`src/rtl/cs_pwr_mode_pkg.sv`:
```
package cs_pwr_mode_pkg;

  typedef enum logic [1:0] {
    MODE_DOWN = 2'b00,
    MODE_WAKE = 2'b01,
    MODE_NORM = 2'b10
  } pwrMode_e;

  // Events reported by the datapath to the control
  typedef struct packed {
    logic csFall;
    logic csRise;
    logic sclkFall;
    logic csLow;
    logic timerDone;
  } dpEvents_t;

  // Strobes issued by the control to the datapath
  typedef struct packed {
    logic timerStart;
  } ctlStrobe_t;

endpackage

```
`src/rtl/cs_pin_sync.sv`:
```
module cs_pin_sync #(
  parameter int WIDTH = 2,
  parameter int STAGES = 2,
  parameter logic [WIDTH-1:0] IDLE = '1
) (
  input  logic             clk,
  input  logic             rstN,
  input  logic [WIDTH-1:0] pinIn,
  output logic [WIDTH-1:0] level,
  output logic [WIDTH-1:0] levelPrev
);

  logic [WIDTH-1:0] chain [STAGES+1];

  assign chain[0] = pinIn;

  for (genvar s = 0; s < STAGES; s++) begin : g_stage
    logic [WIDTH-1:0] stageQ;
    always_ff @(posedge clk or negedge rstN) begin
      if (!rstN) stageQ <= IDLE;
      else       stageQ <= chain[s];
    end
    assign chain[s+1] = stageQ;
  end

  assign level = chain[STAGES];

  always_ff @(posedge clk or negedge rstN) begin
    if (!rstN) levelPrev <= IDLE;
    else       levelPrev <= level;
  end

endmodule

```
`src/rtl/cs_frame_datapath.sv`:
```
module cs_frame_datapath
  import cs_pwr_mode_pkg::*;
#(
  parameter int FRAME_EDGES = 16,
  parameter int PWRUP_CYCLES = 100,
  parameter int SYNC_STAGES = 2,
  localparam int CNT_W = $clog2(FRAME_EDGES + 1),
  localparam int TMR_W = (PWRUP_CYCLES < 2) ? 1 : $clog2(PWRUP_CYCLES + 1)
) (
  input  logic             clk,
  input  logic             rstN,
  input  logic             csN,
  input  logic             sclk,
  input  ctlStrobe_t       ctl,
  output dpEvents_t        ev,
  output logic [CNT_W-1:0] edgeCnt
);

  logic [1:0] pinLevel, pinPrev;
  logic [TMR_W-1:0] tmrQ;

  cs_pin_sync #(.WIDTH(2), .STAGES(SYNC_STAGES), .IDLE(2'b11)) sync_i (
    .clk      (clk),
    .rstN     (rstN),
    .pinIn    ({sclk, csN}),
    .level    (pinLevel),
    .levelPrev(pinPrev)
  );

  assign ev.csFall    = pinPrev[0] & ~pinLevel[0];
  assign ev.csRise    = ~pinPrev[0] & pinLevel[0];
  assign ev.sclkFall  = pinPrev[1] & ~pinLevel[1];
  assign ev.csLow     = ~pinLevel[0];
  assign ev.timerDone = (tmrQ == '0);

  // Serial-clock falling edges within the current frame, saturating
  always_ff @(posedge clk or negedge rstN) begin
    if (!rstN) begin
      edgeCnt <= '0;
    end else if (ev.csFall) begin
      edgeCnt <= '0;
    end else if (ev.sclkFall && ev.csLow && edgeCnt < CNT_W'(FRAME_EDGES)) begin
      edgeCnt <= edgeCnt + 1'b1;
    end
  end

  // Power-up delay timer in system clocks
  always_ff @(posedge clk or negedge rstN) begin
    if (!rstN) begin
      tmrQ <= '0;
    end else if (ctl.timerStart) begin
      tmrQ <= TMR_W'(PWRUP_CYCLES);
    end else if (tmrQ != '0) begin
      tmrQ <= tmrQ - 1'b1;
    end
  end

  a_r10_cnt_bounded: assert property (@(posedge clk) disable iff (!rstN)
    edgeCnt <= CNT_W'(FRAME_EDGES));

  a_r10_cnt_clears: assert property (@(posedge clk) disable iff (!rstN)
    ev.csFall |=> (edgeCnt == '0));

  a_r9_timer_armed: assert property (@(posedge clk) disable iff (!rstN)
    ctl.timerStart |=> !ev.timerDone);

endmodule

```
`src/rtl/cs_mode_ctrl.sv`:
```
module cs_mode_ctrl
  import cs_pwr_mode_pkg::*;
#(
  parameter int FRAME_EDGES = 16,
  parameter int DOWN_EDGE = 2,
  parameter int WAKE_EDGE = 10,
  parameter bit RESET_DOWN = 1'b0,
  localparam int CNT_W = $clog2(FRAME_EDGES + 1)
) (
  input  logic             clk,
  input  logic             rstN,
  input  dpEvents_t        ev,
  input  logic [CNT_W-1:0] edgeCnt,
  output ctlStrobe_t       ctl,
  output pwrMode_e         modeQ,
  output logic             resultValid
);

  localparam pwrMode_e RESET_MODE = RESET_DOWN ? MODE_DOWN : MODE_NORM;

  logic frameLive;
  logic wakeMet;
  logic downWindow;
  logic lastEdge;
  logic wakeEdge;

  assign downWindow = (edgeCnt >= CNT_W'(DOWN_EDGE)) && (edgeCnt < CNT_W'(WAKE_EDGE));
  assign lastEdge   = ev.sclkFall && ev.csLow && (edgeCnt == CNT_W'(FRAME_EDGES - 1));
  assign wakeEdge   = ev.sclkFall && ev.csLow && (edgeCnt == CNT_W'(WAKE_EDGE - 1));

  assign ctl.timerStart = (modeQ == MODE_DOWN) && ev.csFall;

  always_ff @(posedge clk or negedge rstN) begin
    if (!rstN) begin
      modeQ       <= RESET_MODE;
      frameLive   <= 1'b0;
      wakeMet     <= 1'b0;
      resultValid <= 1'b0;
    end else begin
      resultValid <= 1'b0;
      unique case (modeQ)
        MODE_NORM: begin
          if (ev.csFall) begin
            frameLive <= 1'b1;
          end else if (ev.csRise) begin
            frameLive <= 1'b0;
            if (downWindow) modeQ <= MODE_DOWN;
          end
          resultValid <= frameLive && lastEdge;
        end
        MODE_DOWN: begin
          frameLive <= 1'b0;
          if (ev.csFall) begin
            modeQ   <= MODE_WAKE;
            wakeMet <= 1'b0;
          end
        end
        MODE_WAKE: begin
          frameLive <= 1'b0;
          if (ev.csRise && !wakeMet) begin
            modeQ <= MODE_DOWN;
          end else if (wakeMet && ev.timerDone) begin
            modeQ   <= MODE_NORM;
            wakeMet <= 1'b0;
          end else if (wakeEdge) begin
            wakeMet <= 1'b1;
          end
        end
        default: modeQ <= RESET_MODE;
      endcase
    end
  end

  a_r3_norm_leaves_on_release: assert property (@(posedge clk) disable iff (!rstN)
    (modeQ == MODE_NORM && !ev.csRise) |=> (modeQ == MODE_NORM));

  a_r6_down_holds: assert property (@(posedge clk) disable iff (!rstN)
    (modeQ == MODE_DOWN && !ev.csFall) |=> (modeQ == MODE_DOWN));

  a_r9_wake_waits_timer: assert property (@(posedge clk) disable iff (!rstN)
    (modeQ == MODE_WAKE) |=> (modeQ != MODE_NORM || $past(ev.timerDone)));

  a_r5_valid_only_normal: assert property (@(posedge clk) disable iff (!rstN)
    resultValid |-> (modeQ == MODE_NORM));

  a_r5_valid_single: assert property (@(posedge clk) disable iff (!rstN)
    resultValid |=> !resultValid);

endmodule

```
`src/rtl/cs_pwr_mode_ctl.sv`:
```
module cs_pwr_mode_ctl
  import cs_pwr_mode_pkg::*;
#(
  parameter int FRAME_EDGES = 16,
  parameter int DOWN_EDGE = 2,
  parameter int WAKE_EDGE = 10,
  parameter int PWRUP_CYCLES = 100,
  parameter int SYNC_STAGES = 2,
  parameter bit RESET_DOWN = 1'b0
) (
  input  logic       clk,
  input  logic       rstN,
  input  logic       csN,
  input  logic       sclk,
  output logic [1:0] pwrMode,
  output logic       ready,
  output logic       resultValid
);

  localparam int CNT_W = $clog2(FRAME_EDGES + 1);

  dpEvents_t        ev;
  ctlStrobe_t       ctl;
  logic [CNT_W-1:0] edgeCnt;
  pwrMode_e         modeQ;

  cs_frame_datapath #(
    .FRAME_EDGES (FRAME_EDGES),
    .PWRUP_CYCLES(PWRUP_CYCLES),
    .SYNC_STAGES (SYNC_STAGES)
  ) dp_i (
    .clk    (clk),
    .rstN   (rstN),
    .csN    (csN),
    .sclk   (sclk),
    .ctl    (ctl),
    .ev     (ev),
    .edgeCnt(edgeCnt)
  );

  cs_mode_ctrl #(
    .FRAME_EDGES(FRAME_EDGES),
    .DOWN_EDGE  (DOWN_EDGE),
    .WAKE_EDGE  (WAKE_EDGE),
    .RESET_DOWN (RESET_DOWN)
  ) ctrl_i (
    .clk        (clk),
    .rstN       (rstN),
    .ev         (ev),
    .edgeCnt    (edgeCnt),
    .ctl        (ctl),
    .modeQ      (modeQ),
    .resultValid(resultValid)
  );

  assign pwrMode = modeQ;
  assign ready   = (modeQ == MODE_NORM);

endmodule

```
`config.mk`:
```
export PLATFORM = sky130hd
export DESIGN_NAME = cs_pwr_mode_ctl
export DESIGN_NICKNAME = d
export VERILOG_FILES = /design/src/rtl/cs_pwr_mode_pkg.sv /design/src/rtl/cs_pin_sync.sv /design/src/rtl/cs_frame_datapath.sv /design/src/rtl/cs_mode_ctrl.sv /design/src/rtl/cs_pwr_mode_ctl.sv
export SDC_FILE = /design/constraint.sdc
export NUM_CORES = 1
export LEC_CHECK = 0
export BUFFER_PORTS_ARGS = -buffer_cell sky130_fd_sc_hd__clkbuf_2
export CORE_MARGIN = 8
export CORE_UTILIZATION = 26
export CTS_BUF_LIST = sky130_fd_sc_hd__clkbuf_8 sky130_fd_sc_hd__clkbuf_16
export DETAILED_ROUTE_END_ITERATION = 6
export GPL_ROUTABILITY_DRIVEN = 0
export GPL_TIMING_DRIVEN = 0
export SLEW_MARGIN = 10
export SYNTH_ARGS = -nofsm -noshare
export SYNTH_HDL_FRONTEND = slang
export SYNTH_SLANG_ARGS = --single-unit
```
`constraint.sdc`:
```
create_clock -name clk -period 2.4 [get_ports clk]
set_clock_uncertainty 0.1 [all_clocks]
set_input_delay 0.24 -clock clk [delete_from_list [all_inputs] [get_ports clk]]
set_output_delay 0.24 -clock clk [all_outputs]
set_load 0.005 [all_outputs]
```
======== Word-level counts from Yosys, hierarchy flattened ========
Index checks and enable logic that the tools add are counted.
W data, S select, Z words.
word-level totals
  register bits after elaboration ......... 23
  input bits .............................. 4
  output and inout port bits .............. 4
  word-level logic and storage cells ...... 73
operators by class
  $add $sub $neg .......................... 2
  magnitude comparators ................... 3
  equality and inequality tests ........... 12
  muxes and demuxes ....................... 20
  bitwise operators ....................... 6
  reductions and logical operators ........ 21
operator list
  cell                   number
  $mux W7                2
  $mux W2                6
  $eq A5 B4 Y1 const B   2
  $mux W5                2
  $logic_and A1 B1 Y1    9
  $ne A3 B1 Y1 const B   3
  $reduce_bool A2 Y1     4
  $logic_not A7 Y1       1
  $mux W1                7
  $reduce_bool A7 Y1     1
  $sub A7 B1 Y7 const B  1
  $ne A2 B1 Y1 const B   3
  $pmux W2 S3            1
  $add A5 B1 Y5 const B  1
  $ge A5 B2 Y1 const B   1
  $lt A5 B4 Y1 const B   1
  $lt A5 B5 Y1 const B   1
  $reduce_and A5 Y1      1
  $ne A2 B2 Y1 const B   2
  $pmux W1 S2            2
  $reduce_and A4 Y1      1
  $and A1 B1 Y1          3
  $not A1 Y1             3
  $eq A2 B1 Y1 const B   1
  5 further kinds        5

======== Depth between registers and ports, before layout ========
Gate-level depths: netlist of the first run.
  word-level depth ........................ 8
  mapped depth ............................ 6
  mapped depth without buffers ............ 6

======== Hierarchy ========
From an unflattened synthesis of the first run, not the netlist that was laid out.
unflattened totals
  cells, all modules ...................... 104
  area total of the unflattened synthesis .. 1122.3 µm²
by module, submodules not included
  module             instances  cells each  area each (µm²)  sequential area each (µm²)
  cs_frame_datapath  1          69          686.9            300.3
  cs_mode_ctrl       1          28          264.0            126.4
  cs_pin_sync        1          6           157.7            157.7
  cs_pwr_mode_ctl    1          1           13.8             0.0

======== Least setup slack after synthesis of the first run ========
OpenSTA, ideal clock, no wires.
  path kind ............................... reg2reg
  from .................................... register dp_i.tmrQ[0]
  to ...................................... register dp_i.tmrQ[5]
  setup time .............................. 76 ps
  arrival ................................. 1685 ps
  data required time ...................... 2224 ps
  setup slack ............................. 539 ps
  stages on the path, launching flop included .. 7
  path buffers ............................ 0
  clock period less this slack ............ 1861 ps
  path through ............................ dfrtp_1 > inv_1 > ha_1 > or3b_4 > or4_4 > and3_1 > o21ai_1
on the way
  cells in the longest elaborated chain, start to end .. 3
  elaborated cells between the ends (all ways) .. 5
  those cells by class .................... 1 x add/sub; 2 x mux; 2 x reduce/logical
ends and longest elaborated chain
  what                    RTL line                 RTL
  from (decl)             cs_frame_datapath.sv:20  logic [TMR_W-1:0] tmrQ;
  from (signal assigned)  cs_frame_datapath.sv:52  tmrQ <= TMR_W'(PWRUP_CYCLES);
  from (signal assigned)  cs_frame_datapath.sv:54  tmrQ <= tmrQ - 1'b1;
  $sub A7 B1 Y7           cs_frame_datapath.sv:54
  $mux W7                 cs_frame_datapath.sv:53  end else if (tmrQ != '0) begin
  $mux W7                 cs_frame_datapath.sv:51  end else if (ctl.timerStart) begin
Several ways; a longest one is shown, not always the timed one. The select of a mux whose other input is x is not followed.
A chain may end at the register's enable or synchronous reset.

======== Worst setup path in the final report of the first run ========
Ends and elaborated chain as after synthesis.

==> impl_metrics.json, run 1 <==
{
  "postCtsResizedCells": 0,
  "relSlewSlack_pct": 53.46,
  "highest_layer": "met4",
  "synth_cell_types": 34,
  "synthesis.nets": 110,
  "wl_mm": 1.919,
  "status": "finished clean",
  "clkPwrFrac_pct": 25.5,
  "critical-path-slowest-cell": "or4_4",
  "ys_ff_latch": 23,
  "cts_setup_buffers": 0,
  "synth_top_area_share_pct": 37.38,
  "final_cell_mix": "16 x dfrtp_1, 9 x nor2_1, 8 x nand2_1",
  "diodes": 0,
  "hpwl_mm": 1.417,
  "clock_path_buffers": 2,
  "crit_arrival_ns": 2.09,
  "die_w_microns": 80.18,
  "setup_viol": 0,
  "crit_required_ns": 2.49,
  "ys_seq_area_share_pct": 54.56,
  "globalRouteOverflowTotal": 0,
  "final_area_sq_mm": 0.001245,
  "critical-path-max-stage-delay_ns": 0.47,
  "crit_chain": "inv_1 -> ha_1 -> or3b_4 -> or4_4 -> and3_1 -> o21ai_1",
  "port-buffer-count": 7,
  "cellLeakagePower_nw": 0.5377,
  "postCtsHoldBufs": 3,
  "grt_pass1_vias": 761,
  "sw_frac_of_total_pct": 30.03,
  "pwr-share-comb_pct": 19.2,
  "cts.htree.levels": 1,
  "area_delta_synth_final_pct": 16.24,
  "min_path_type": "flip-flop to flip-flop",
  "powerDensity_mw_per_mm2": 748.3,
  "cts-buffers-inserted": 3,
  "grtUsageTotal_pct": 6.331,
  "drt-pass1-iter-count": 4,
  "ir_drop_mv": 0.2827,
  "clock_sinks": 23,
  "nNetsFinal": 125,
  "ant_nets": 0,
  "dieArea_sq_mm": 0.006429,
  "drc": 0,
  "cp-start-kind": "flip-flop",
  "antenna_found_initial": 0,
  "nFillCells": 418,
  "synth_area_sq_mm": 0.001071,
  "p_int_mw": 0.6518,
  "cts_tree": "yes",
  "synth_area_leader_cell": "dfrtp_1",
  "fmaxAchievable_mhz": 498.8,
  "layout_min_cycle_time_ns": 2.005,
  "avgSynthCellArea_sq_um": 10.60,
  "fp.dieH_microns": 80.18,
  "worst-slew-pin-transition_ns": 0.6885,
  "multi_input_area_sq_um": 456.7,
  "crit_path_max_fanout": 5,
  "switchingPower_mw": 0.2798,
  "met3_length_microns": 99,
  "cp-end-kind": "flip-flop",
  "place_inst": 158,
  "grt_pass1_wl_mm": 3.277,
  "clk_latency_ns": 0.26,
  "tns_ns": 0,
  "pwr-share-seq_pct": 55.3,
  "drt-met1-wl_microns": 933,
  "core-area_sq_mm": 0.003971,
  "rsz0062_at_grt": "false",
  "via_count": 789,
  "yosys_warnings": 0,
  "finalCritPeriodShare_pct": 83.53,
  "vias_per_cell": 4.782,
  "hold_viol_final": 0,
  "synth_area_leaders": "dfrtp_1 37%, dfstp_2 17%, ha_1 5.8%",
  "drtIter0Drc": 43,
  "drv_cap": 0,
  "maxSlewViolCount": 0,
  "crit_type": "flip-flop to flip-flop",
  "rows": 23,
  "layout_commonest_cell": "dfrtp_1",
  "synth_cells": 101,
  "route.met2.wl_microns": 869,
  "wire_per_inst_microns": 11.63,
  "seq_area_sq_um": 584.3,
  "start_util_pct": 26.97,
  "finalNonFillerCells": 165,
  "grt_max_degree": 24,
  "drive_gt1_share_pct": 18.26,
  "root_buffer": "clkbuf_8",
  "io_pins": 8,
  "clk_pin_slew_ns": 0.08,
  "placed_cell_area_sq_mm": 0.001169
}
stage by stage:
step                hold slack [ns]  power, mW  setup slack [ns]  utilization [%]
global placement             0.1497     0.6786            0.4488            29.43
floorplan                   -0.1556     0.6435            0.5390                -
global route                 0.2636     0.9885            0.1627            31.35
finish                       0.2597     0.9316            0.3952            31.35
detailed placement           0.1565     0.6971            0.3989            29.43
CTS                          0.2605     0.9370            0.3789            31.35
kinds of logic (layout without fill, tap and decap cells):
| group | after synthesis | count (layout) | share of synthesized area, % |
|---|---|---|---|
| simple gates | 42 | 42 | 22.90 |
| buf+inv | 8 | 22 | 2.804 |
| flops | 23 | 23 | 54.56 |
| xor+xnor | 3 | 3 | 2.454 |
| compound gates | 20 | 20 | 11.45 |
| fa+ha+maj | 5 | 5 | 5.841 |
registers in the layout, indices dropped and copies added, names as in the netlist:
signal	cells
ctrl_i.frameLive	1
dp_i.sync_i.levelPrev	2
ctrl_i.resultValid	1
dp_i.sync_i.level	2
ctrl_i.modeQ	2
dp_i.tmrQ	7
dp_i.sync_i.g_stage.stageQ	2
dp_i.edgeCnt	5
ctrl_i.wakeMet	1
area by class of cell:
type                       instances  share of cell area (%)
sequential                        23                   46.93
clock inverter                     1                  0.4020
inverter                           7                   2.111
tap                               50                   5.025
buffer                             1                  0.3015
timing repair buffer              10                   5.226
multi-input combinational         70                   36.68
clock buffer                       3                   3.317
worst paths after layout:
| path | start | endpoint | slack, ns | cells after the start |
|---|---|---|---|---|
| worst min-delay path | dp_i.sync_i.g_stage[0].stageQ[1]$_DFF_PN1_ | dp_i.sync_i.level[1]$_DFF_PN1_ | 0.26 | 0 |
| max in group asynchronous | rstN | dp_i.sync_i.level[0]$_DFF_PN1_ | 1.43 | 2 |
| worst min register to register | dp_i.sync_i.g_stage[0].stageQ[1]$_DFF_PN1_ | dp_i.sync_i.level[1]$_DFF_PN1_ | 0.26 | 0 |
| worst max register to register | dp_i.tmrQ[0]$_DFFE_PN0P_ | dp_i.tmrQ[5]$_DFFE_PN0P_ | 0.40 | 6 |
| min in group asynchronous | rstN | ctrl_i.frameLive$_DFFE_PN0P_ | 0.39 | 2 |
| worst max-delay path | dp_i.tmrQ[0]$_DFFE_PN0P_ | dp_i.tmrQ[5]$_DFFE_PN0P_ | 0.40 | 6 |
layer usage:
metal  GRT usage [%]  vias up
met1           8.085      384
met4           3.273        0
met2           9.458       14
met5               0        -
met3           1.786        2
li1                -      389
power by group through the flow:
stage / Combinational (mW) / Clock, mW / Sequential, mW
floorplan: 0.137 / 0 / 0.507
global placement: 0.164 / 0 / 0.515
detailed placement: 0.176 / 0 / 0.521
CTS: 0.181 / 0.242 / 0.514
global route: 0.203 / 0.263 / 0.523
finish: 0.178 / 0.238 / 0.516
critical path, delay by kind of cell, from the launching register on:
| family | cells | cell delay, ns |
|---|---|---|
| flops | 1 | 0.38 |
| simple gates | 3 | 1.08 |
| compound gates | 1 | 0.11 |
| buf+inv | 1 | 0.09 |
| fa+ha+maj | 1 | 0.18 |
Yosys cell counts:
cell type and number:
xor2_1 2, and2_1 2, nor3_1 2, o211a_1 1
a31oi_1 1, nand2b_1 2, nor4b_1 2, or4_1 1
and3_1 2, and4_1 1, nor4_2 1, xnor2_1 1
o21ai_0 5, clkbuf_1 1, nand4b_1 1, or3_1 2
dfrtp_1 16, a21oi_1 6, o31ai_1 4, inv_1 7
ha_1 5, o21ai_1 1, nand2_1 8, nor4_1 1
a41oi_1 1, nand3_1 1, nor2b_1 2, a211oi_1 1
or3b_4 1, or4_4 1, nor3b_1 1, nand4_1 2
nor2_1 9, dfstp_2 7
Note: power is estimated with default switching activity, not from simulation.
==> run 2, diff against run 1 <==
clock period = 2.02 ns   (was 2.4 ns; I/O delays follow)
==> run 2 against run 1 <==
Net effect:
- highest routed layer unchanged
- worst setup slack got worse by 0.41 ns
- sequential power rose by 22%
- total power is 26% higher
- via count up 1.6%
- register-to-register slack worse by 0.41 ns
- the flow now finishes with violations (setup timing)
- utilization is 1.0 points higher
- design area increased by 3.3%
- clock power rose by 20%
- clock-buffer cell count unchanged
- die area stayed put
- sequential cell count is the same
- global-route usage unchanged
==> impl_metrics.json, run 2 (synthesized netlist as in run 1, its figures left out) <==
{
  "ir_drop_mv": 0.3561,
  "root_buffer": "clkbuf_8",
  "fin_ws_ns": -0.01663,
  "io_pins": 8,
  "layout_min_cycle_time_ns": 2.037,
  "clock_path_buffers": 2,
  "place_inst": 158,
  "pwr-share-seq_pct": 53.5,
  "diodes": 0,
  "clk_pin_slew_ns": 0.09,
  "violations": "setup timing",
  "pre_cts_ws_ns": 0.01891,
  "drt-pass1-iter-count": 5,
  "drc": 0,
  "r2r-start": "dp_i.tmrQ[0]$_DFFE_PN0P_",
  "maxSlewViolCount": 0,
  "cts_tree": "yes",
  "port-buffer-count": 7,
  "r2r-end": "dp_i.tmrQ[5]$_DFFE_PN0P_",
  "finalPower_mw": 1.174,
  "final_cell_mix": "16 x dfrtp_1, 9 x nor2_1, 8 x nand2_1",
  "crit_required_ns": 2.11,
  "finalCritPeriodShare_pct": 100.8,
  "start_util_pct": 26.97,
  "cts-buffers-inserted": 3,
  "vias_per_cell": 4.831,
  "dieArea_sq_mm": 0.006429,
  "powerDensity_mw_per_mm2": 912.8,
  "cellLeakagePower_nw": 0.5424,
  "wl_mm": 2.014,
  "hold_viol_final": 0,
  "clkPwrFrac_pct": 24.4,
  "rsz0062_at_grt": "true",
  "critical-path-max-stage-delay_ns": 0.54,
  "die_w_microns": 80.18,
  "rr_worst_depth": 6,
  "cts.htree.levels": 1,
  "drive_gt1_share_pct": 24.14,
  "clk_latency_ns": 0.26,
  "finalNonFillerCells": 166,
  "pwr-share-comb_pct": 22.1,
  "grtUsageTotal_pct": 6.331,
  "switchingPower_mw": 0.3716,
  "largestRegisters": "dp_i.tmrQ (7), dp_i.edgeCnt (5)",
  "cp-end-kind": "flip-flop",
  "timing.reg2reg.setup_slack_ns": -0.02,
  "setup_viol": 1,
  "critical-path-slowest-cell": "or4_4",
  "core-area_sq_mm": 0.003971,
  "hpwl_mm": 1.417,
  "grt_pass1_vias": 761,
  "fp.dieH_microns": 80.18,
  "tns_ns": -0.01663,
  "grt_max_degree": 24,
  "nNetsFinal": 126,
  "drv_cap": 0,
  "cp-start-kind": "flip-flop",
  "p_int_mw": 0.8025,
  "clock_sinks": 23,
  "ant_nets": 0,
  "largest_register_ffs": 7,
  "via_count": 802,
  "whs_path_depth": 0,
  "status": "finished, violations left",
  "relSlewSlack_pct": 53.92,
  "grt_pass1_wl_mm": 3.277,
  "fmaxAchievable_mhz": 491.0,
  "drtIter0Drc": 45,
  "regMostFlops": "dp_i.tmrQ",
  "hold_end": "dp_i.sync_i.level[1]$_DFF_PN1_",
  "worst-slew-pin-transition_ns": 0.6817,
  "min_path_type": "flip-flop to flip-flop",
  "layout_commonest_cell": "dfrtp_1",
  "crit_arrival_ns": 2.13,
  "sw_frac_of_total_pct": 31.65,
  "crit_type": "flip-flop to flip-flop",
  "hold_start": "dp_i.sync_i.g_stage[0].stageQ[1]$_DFF_PN1_",
  "area_delta_synth_final_pct": 20.09,
  "wire_per_inst_microns": 12.13,
  "antenna_found_initial": 0,
  "crit_chain": "inv_2 -> ha_4 -> or3b_4 -> or4_4 -> and3_4 -> o21ai_2",
  "rows": 23,
  "crit_path_max_fanout": 5,
  "globalRouteOverflowTotal": 0
}
## run 2: changes by cell type in the layout (fill, tap and decap cells not counted), sizes merged
| cell | before | now |
|---|---|---|
| buf | 0 | 1 |
## run 2: critical path: cells and delay by family, from the launching register on
family,cells,cell delay (ns)
DFF,1,0.40
buffers and inverters,1,0.09
AOI/OAI and AO/OA,1,0.11
and+or+nand+nor,3,1.15
adders and majority gates,1,0.13
## run 2: repair_timing
item                                    in CTS  in global routing
hold buffers                                 3                  0
buffers inserted                             0                  1
endpoints found under the setup margin       1                  5
pin swaps                                    0                  1
hold endpoints to repair                    18                  0
gates resized for setup                      0                  8
## run 2: final cells by class
cell class                      count  area, sq um
Multi-Input combinational cell     70        490.5
Sequential cell                    23        584.3
Fill cell                         409         2685
Clock buffer                        3        41.29
Inverter                            7        26.28
Timing Repair Buffer               11        72.57
Buffer                              1        3.754
Tap cell                           50        62.56
Clock inverter                      1        5.005
## run 2: worst max-delay path by stage
| stage | from | end | slack (ns) |
|---|---|---|---|
| floorplan | dp_i.tmrQ[0]$_DFFE_PN0P_ | dp_i.tmrQ[5]$_DFFE_PN0P_ | 0.16 |
| global placement | dp_i.tmrQ[0]$_DFFE_PN0P_ | dp_i.tmrQ[5]$_DFFE_PN0P_ | 0.07 |
| detailed placement | dp_i.tmrQ[0]$_DFFE_PN0P_ | ctrl_i.modeQ[1]$_DFFE_PN1P_ | 0.02 |
| CTS | dp_i.tmrQ[0]$_DFFE_PN0P_ | ctrl_i.modeQ[1]$_DFFE_PN1P_ | -0.001 |
| global route | dp_i.tmrQ[0]$_DFFE_PN0P_ | dp_i.tmrQ[5]$_DFFE_PN0P_ | -0.07 |
| finish | dp_i.tmrQ[0]$_DFFE_PN0P_ | dp_i.tmrQ[5]$_DFFE_PN0P_ | -0.02 |
## run 2: metal layers
layer,track usage (%),wire [microns],vias to the layer above
li1,-,-,391
met1,8.085,980,397
met2,9.458,915,9
met3,1.786,83,5
met4,3.273,36,0
met5,0,0,-
## run 2: power groups by stage
| stage | sequential, mW | combinational (mW) | clock, mW |
|---|---|---|---|
| 3_3_place_gp | 0.612 | 0.195 | 0 |
| 3_5_place_dp | 0.619 | 0.209 | 0 |
| 4_1_cts | 0.610 | 0.215 | 0.288 |
| 2_1_floorplan | 0.602 | 0.162 | 0 |
| 5_1_grt | 0.638 | 0.291 | 0.312 |
| 6_report | 0.628 | 0.260 | 0.286 |
## run 2: per-stage QoR
step	cell area [sq um]	utilization [%]	hold slack, ns
after global routing	1286	32.39	0.2636
after detailed placement	1169	29.43	0.1185
after CTS	1245	31.35	0.2605
after floorplan	1071	-	-0.1936
final	1286	32.39	0.2596
after global placement	1169	29.43	0.1117
==> run 3, diff against run 2 <==
ABC_AREA = 1   (was unset)
==> run 3 against run 2 <==
Net effect:
- clock power decreased by 5%
- die area increased by 8.3%
- critical path depth increased by 1
- the flow now finishes without violations
- fmax increased by 30%
- global-route usage about the same
- critical path type unchanged
- critical endpoint is now dp_i.tmrQ[1]$_DFFE_PN0P_
- final cell count increased by 20%
==> impl_metrics.json, run 3 <==
{
  "grt_pass1_vias": 890,
  "fp.dieH_microns": 83.44,
  "avgSynthCellArea_sq_um": 8.824,
  "nFillCells": 442,
  "regMostFlops": "dp_i.tmrQ",
  "clk_latency_ns": 0.26,
  "fin_util_pct": 31.18,
  "synth_edf_count": 0,
  "grtUsageTotal_pct": 6.323,
  "largestRegisters": "dp_i.tmrQ (7), dp_i.edgeCnt (5)",
  "root_buffer": "clkbuf_8",
  "drv_cap": 0,
  "rsz0062_at_grt": "false",
  "crit_path_max_fanout": 5,
  "finalNonFillerCells": 200,
  "nNetsFinal": 158,
  "synth_cells": 134,
  "tns_ns": 0,
  "drt-pass1-iter-count": 4,
  "synth_area_leaders": "dfrtp_1 34%, dfstp_2 16%, nand2_1 7.9%",
  "holdWs_ns": 0.2588,
  "globalRouteOverflowTotal": 0,
  "synthFlopType": "dfrtp_1",
  "synth_area_sq_mm": 0.001182,
  "relSlewSlack_pct": 62.87,
  "wl_mm": 2.019,
  "crit_type": "flip-flop to flip-flop",
  "synthArstFlopShare_pct": 100.0,
  "yosysMostFrequentCell": "nand2_1",
  "powerDensity_mw_per_mm2": 1048,
  "cts_tree": "yes",
  "grt_max_degree": 24,
  "yosys_warnings": 0,
  "ys_seq_area_share_pct": 49.42,
  "clk_pin_slew_ns": 0.08,
  "final_cell_mix": "25 x nand2_1, 16 x inv_1, 16 x dfrtp_1",
  "cellLeakagePower_nw": 0.6399,
  "diodes": 0,
  "synthesis.nets": 143,
  "die_w_microns": 83.44,
  "fin_ws_ns": 0.4585,
  "setup_viol": 0,
  "ir_drop_mv": 0.6371,
  "port-buffer-count": 7,
  "drtIter0Drc": 25,
  "start_util_pct": 27.16,
  "ys_ff_latch": 23,
  "synth_cell_types": 27,
  "largest_register_ffs": 7,
  "pre_cts_ws_ns": 0.4819,
  "finalPower_mw": 1.423,
  "crit_required_ns": 2.06,
  "fmaxAchievable_mhz": 640.4,
  "vias_per_cell": 4.395,
  "synth_area_leader_cell": "dfrtp_1",
  "layout_min_cycle_time_ns": 1.562,
  "finalCritPeriodShare_pct": 77.30,
  "maxSlewViolCount": 0,
  "seq_area_sq_um": 584.3,
  "antenna_found_initial": 0,
  "cp-start-kind": "flip-flop",
  "rows": 24,
  "dieArea_sq_mm": 0.006961,
  "drive_gt1_share_pct": 24.32,
  "synth_top_area_share_pct": 33.86,
  "multi_input_area_sq_um": 515.5,
  "cts-buffers-inserted": 3,
  "ant_nets": 0,
  "hold_viol_final": 0,
  "placed_cell_area_sq_mm": 0.001282,
  "postCtsResizedCells": 0,
  "clock_path_buffers": 2,
  "worst-slew-pin-transition_ns": 0.5569,
  "via_count": 879,
  "grt_pass1_wl_mm": 3.739,
  "status": "finished clean",
  "hpwl_mm": 1.508,
  "place_inst": 193,
  "io_pins": 8,
  "final_area_sq_mm": 0.001358,
  "area_delta_synth_final_pct": 14.81,
  "crit_arrival_ns": 1.61,
  "min_path_type": "flip-flop to flip-flop",
  "cts.htree.levels": 1,
  "synthTopCellsByCount": "25 x nand2_1, 16 x dfrtp_1, 15 x inv_1",
  "clock_sinks": 23,
  "core-area_sq_mm": 0.004354,
  "layout_commonest_cell": "nand2_1",
  "cp-end-kind": "flip-flop",
  "drc": 0,
  "wire_per_inst_microns": 10.10
}
## run 3: changes by cell type after synthesis, sizes merged, moves of 3 or more
cell | before | now
nor2 | 9 | 18
inv | 7 | 21
nand3 | 1 | 15
nand2 | 8 | 27
nor3 | 2 | 5
o31ai | 4 | 0
## run 3: timing repair
action | in CTS | in global routing
buffers inserted | 0 | 0
endpoints found under the hold margin | 18 | 0
hold buffers | 3 | 0
## run 3: layout make-up
type                    instances  area share (%)
clock buffers                   3           3.041
multi-input cells              89           37.97
well taps                      52           4.793
clock inverters                 1          0.2765
repair buffers                 10           4.793
flip-flops and latches         23           43.04
inverters                      22           6.083
## run 3: path summary, 6_finish.rpt
path                            cells past startpoint                        endpoint                                       start  slack (ns)
worst min register to register                      0  dp_i.sync_i.level[1]$_DFF_PN1_  dp_i.sync_i.g_stage[0].stageQ[1]$_DFF_PN1_        0.26
min in group asynchronous                           2     dp_i.edgeCnt[4]$_DFFE_PN0P_                                        rstN        0.36
worst max-delay path                                7        dp_i.tmrQ[1]$_DFFE_PN0P_                    dp_i.tmrQ[0]$_DFFE_PN0P_        0.46
worst max register to register                      7        dp_i.tmrQ[1]$_DFFE_PN0P_                    dp_i.tmrQ[0]$_DFFE_PN0P_        0.46
worst min-delay path                                0  dp_i.sync_i.level[1]$_DFF_PN1_  dp_i.sync_i.g_stage[0].stageQ[1]$_DFF_PN1_        0.26
max in group asynchronous                           2     ctrl_i.modeQ[1]$_DFFE_PN1P_                                        rstN        1.09
## run 3: report_power, final
group	leakage (nW)	internal, mW	total [mW]	switching (mW)
Combinational	0.336	0.200	0.486	0.287
Sequential	0.277	0.570	0.665	0.0952
Clock	0.0269	0.135	0.271	0.136
Total	0.640	0.905	1.42	0.518
## run 3: metal layers
layer | global-route usage, % | wire length (microns) | vias to the layer above | part of all wire [%]
met5 | 0 | 0 | - | 0
li1 | - | - | 454 | -
met2 | 10.68 | 929 | 11 | 46
met4 | 2.826 | 28 | 0 | 1.4
met3 | 1.465 | 47 | 2 | 2.3
met1 | 7.391 | 1015 | 412 | 50
## run 3: worst max-delay path: stages (launching register included)
cell and delay (ns):
dfrtp_1 0.40, inv_1 0.08, ha_1 0.27, inv_2 0.07
nor2_4 0.10, nand3_2 0.16, o21ai_0 0.21, a21oi_1 0.06
## run 3: cell families after synthesis
kind of cell | count (synthesis) | share of synthesized area (%)
buffers and inverters | 22 | 6.983
DFF | 23 | 49.42
xor gates and xnor gates | 2 | 1.482
AOI/OAI and AO/OA | 14 | 6.773
adders and majority gates | 5 | 5.291
and+or+nand+nor | 68 | 30.05
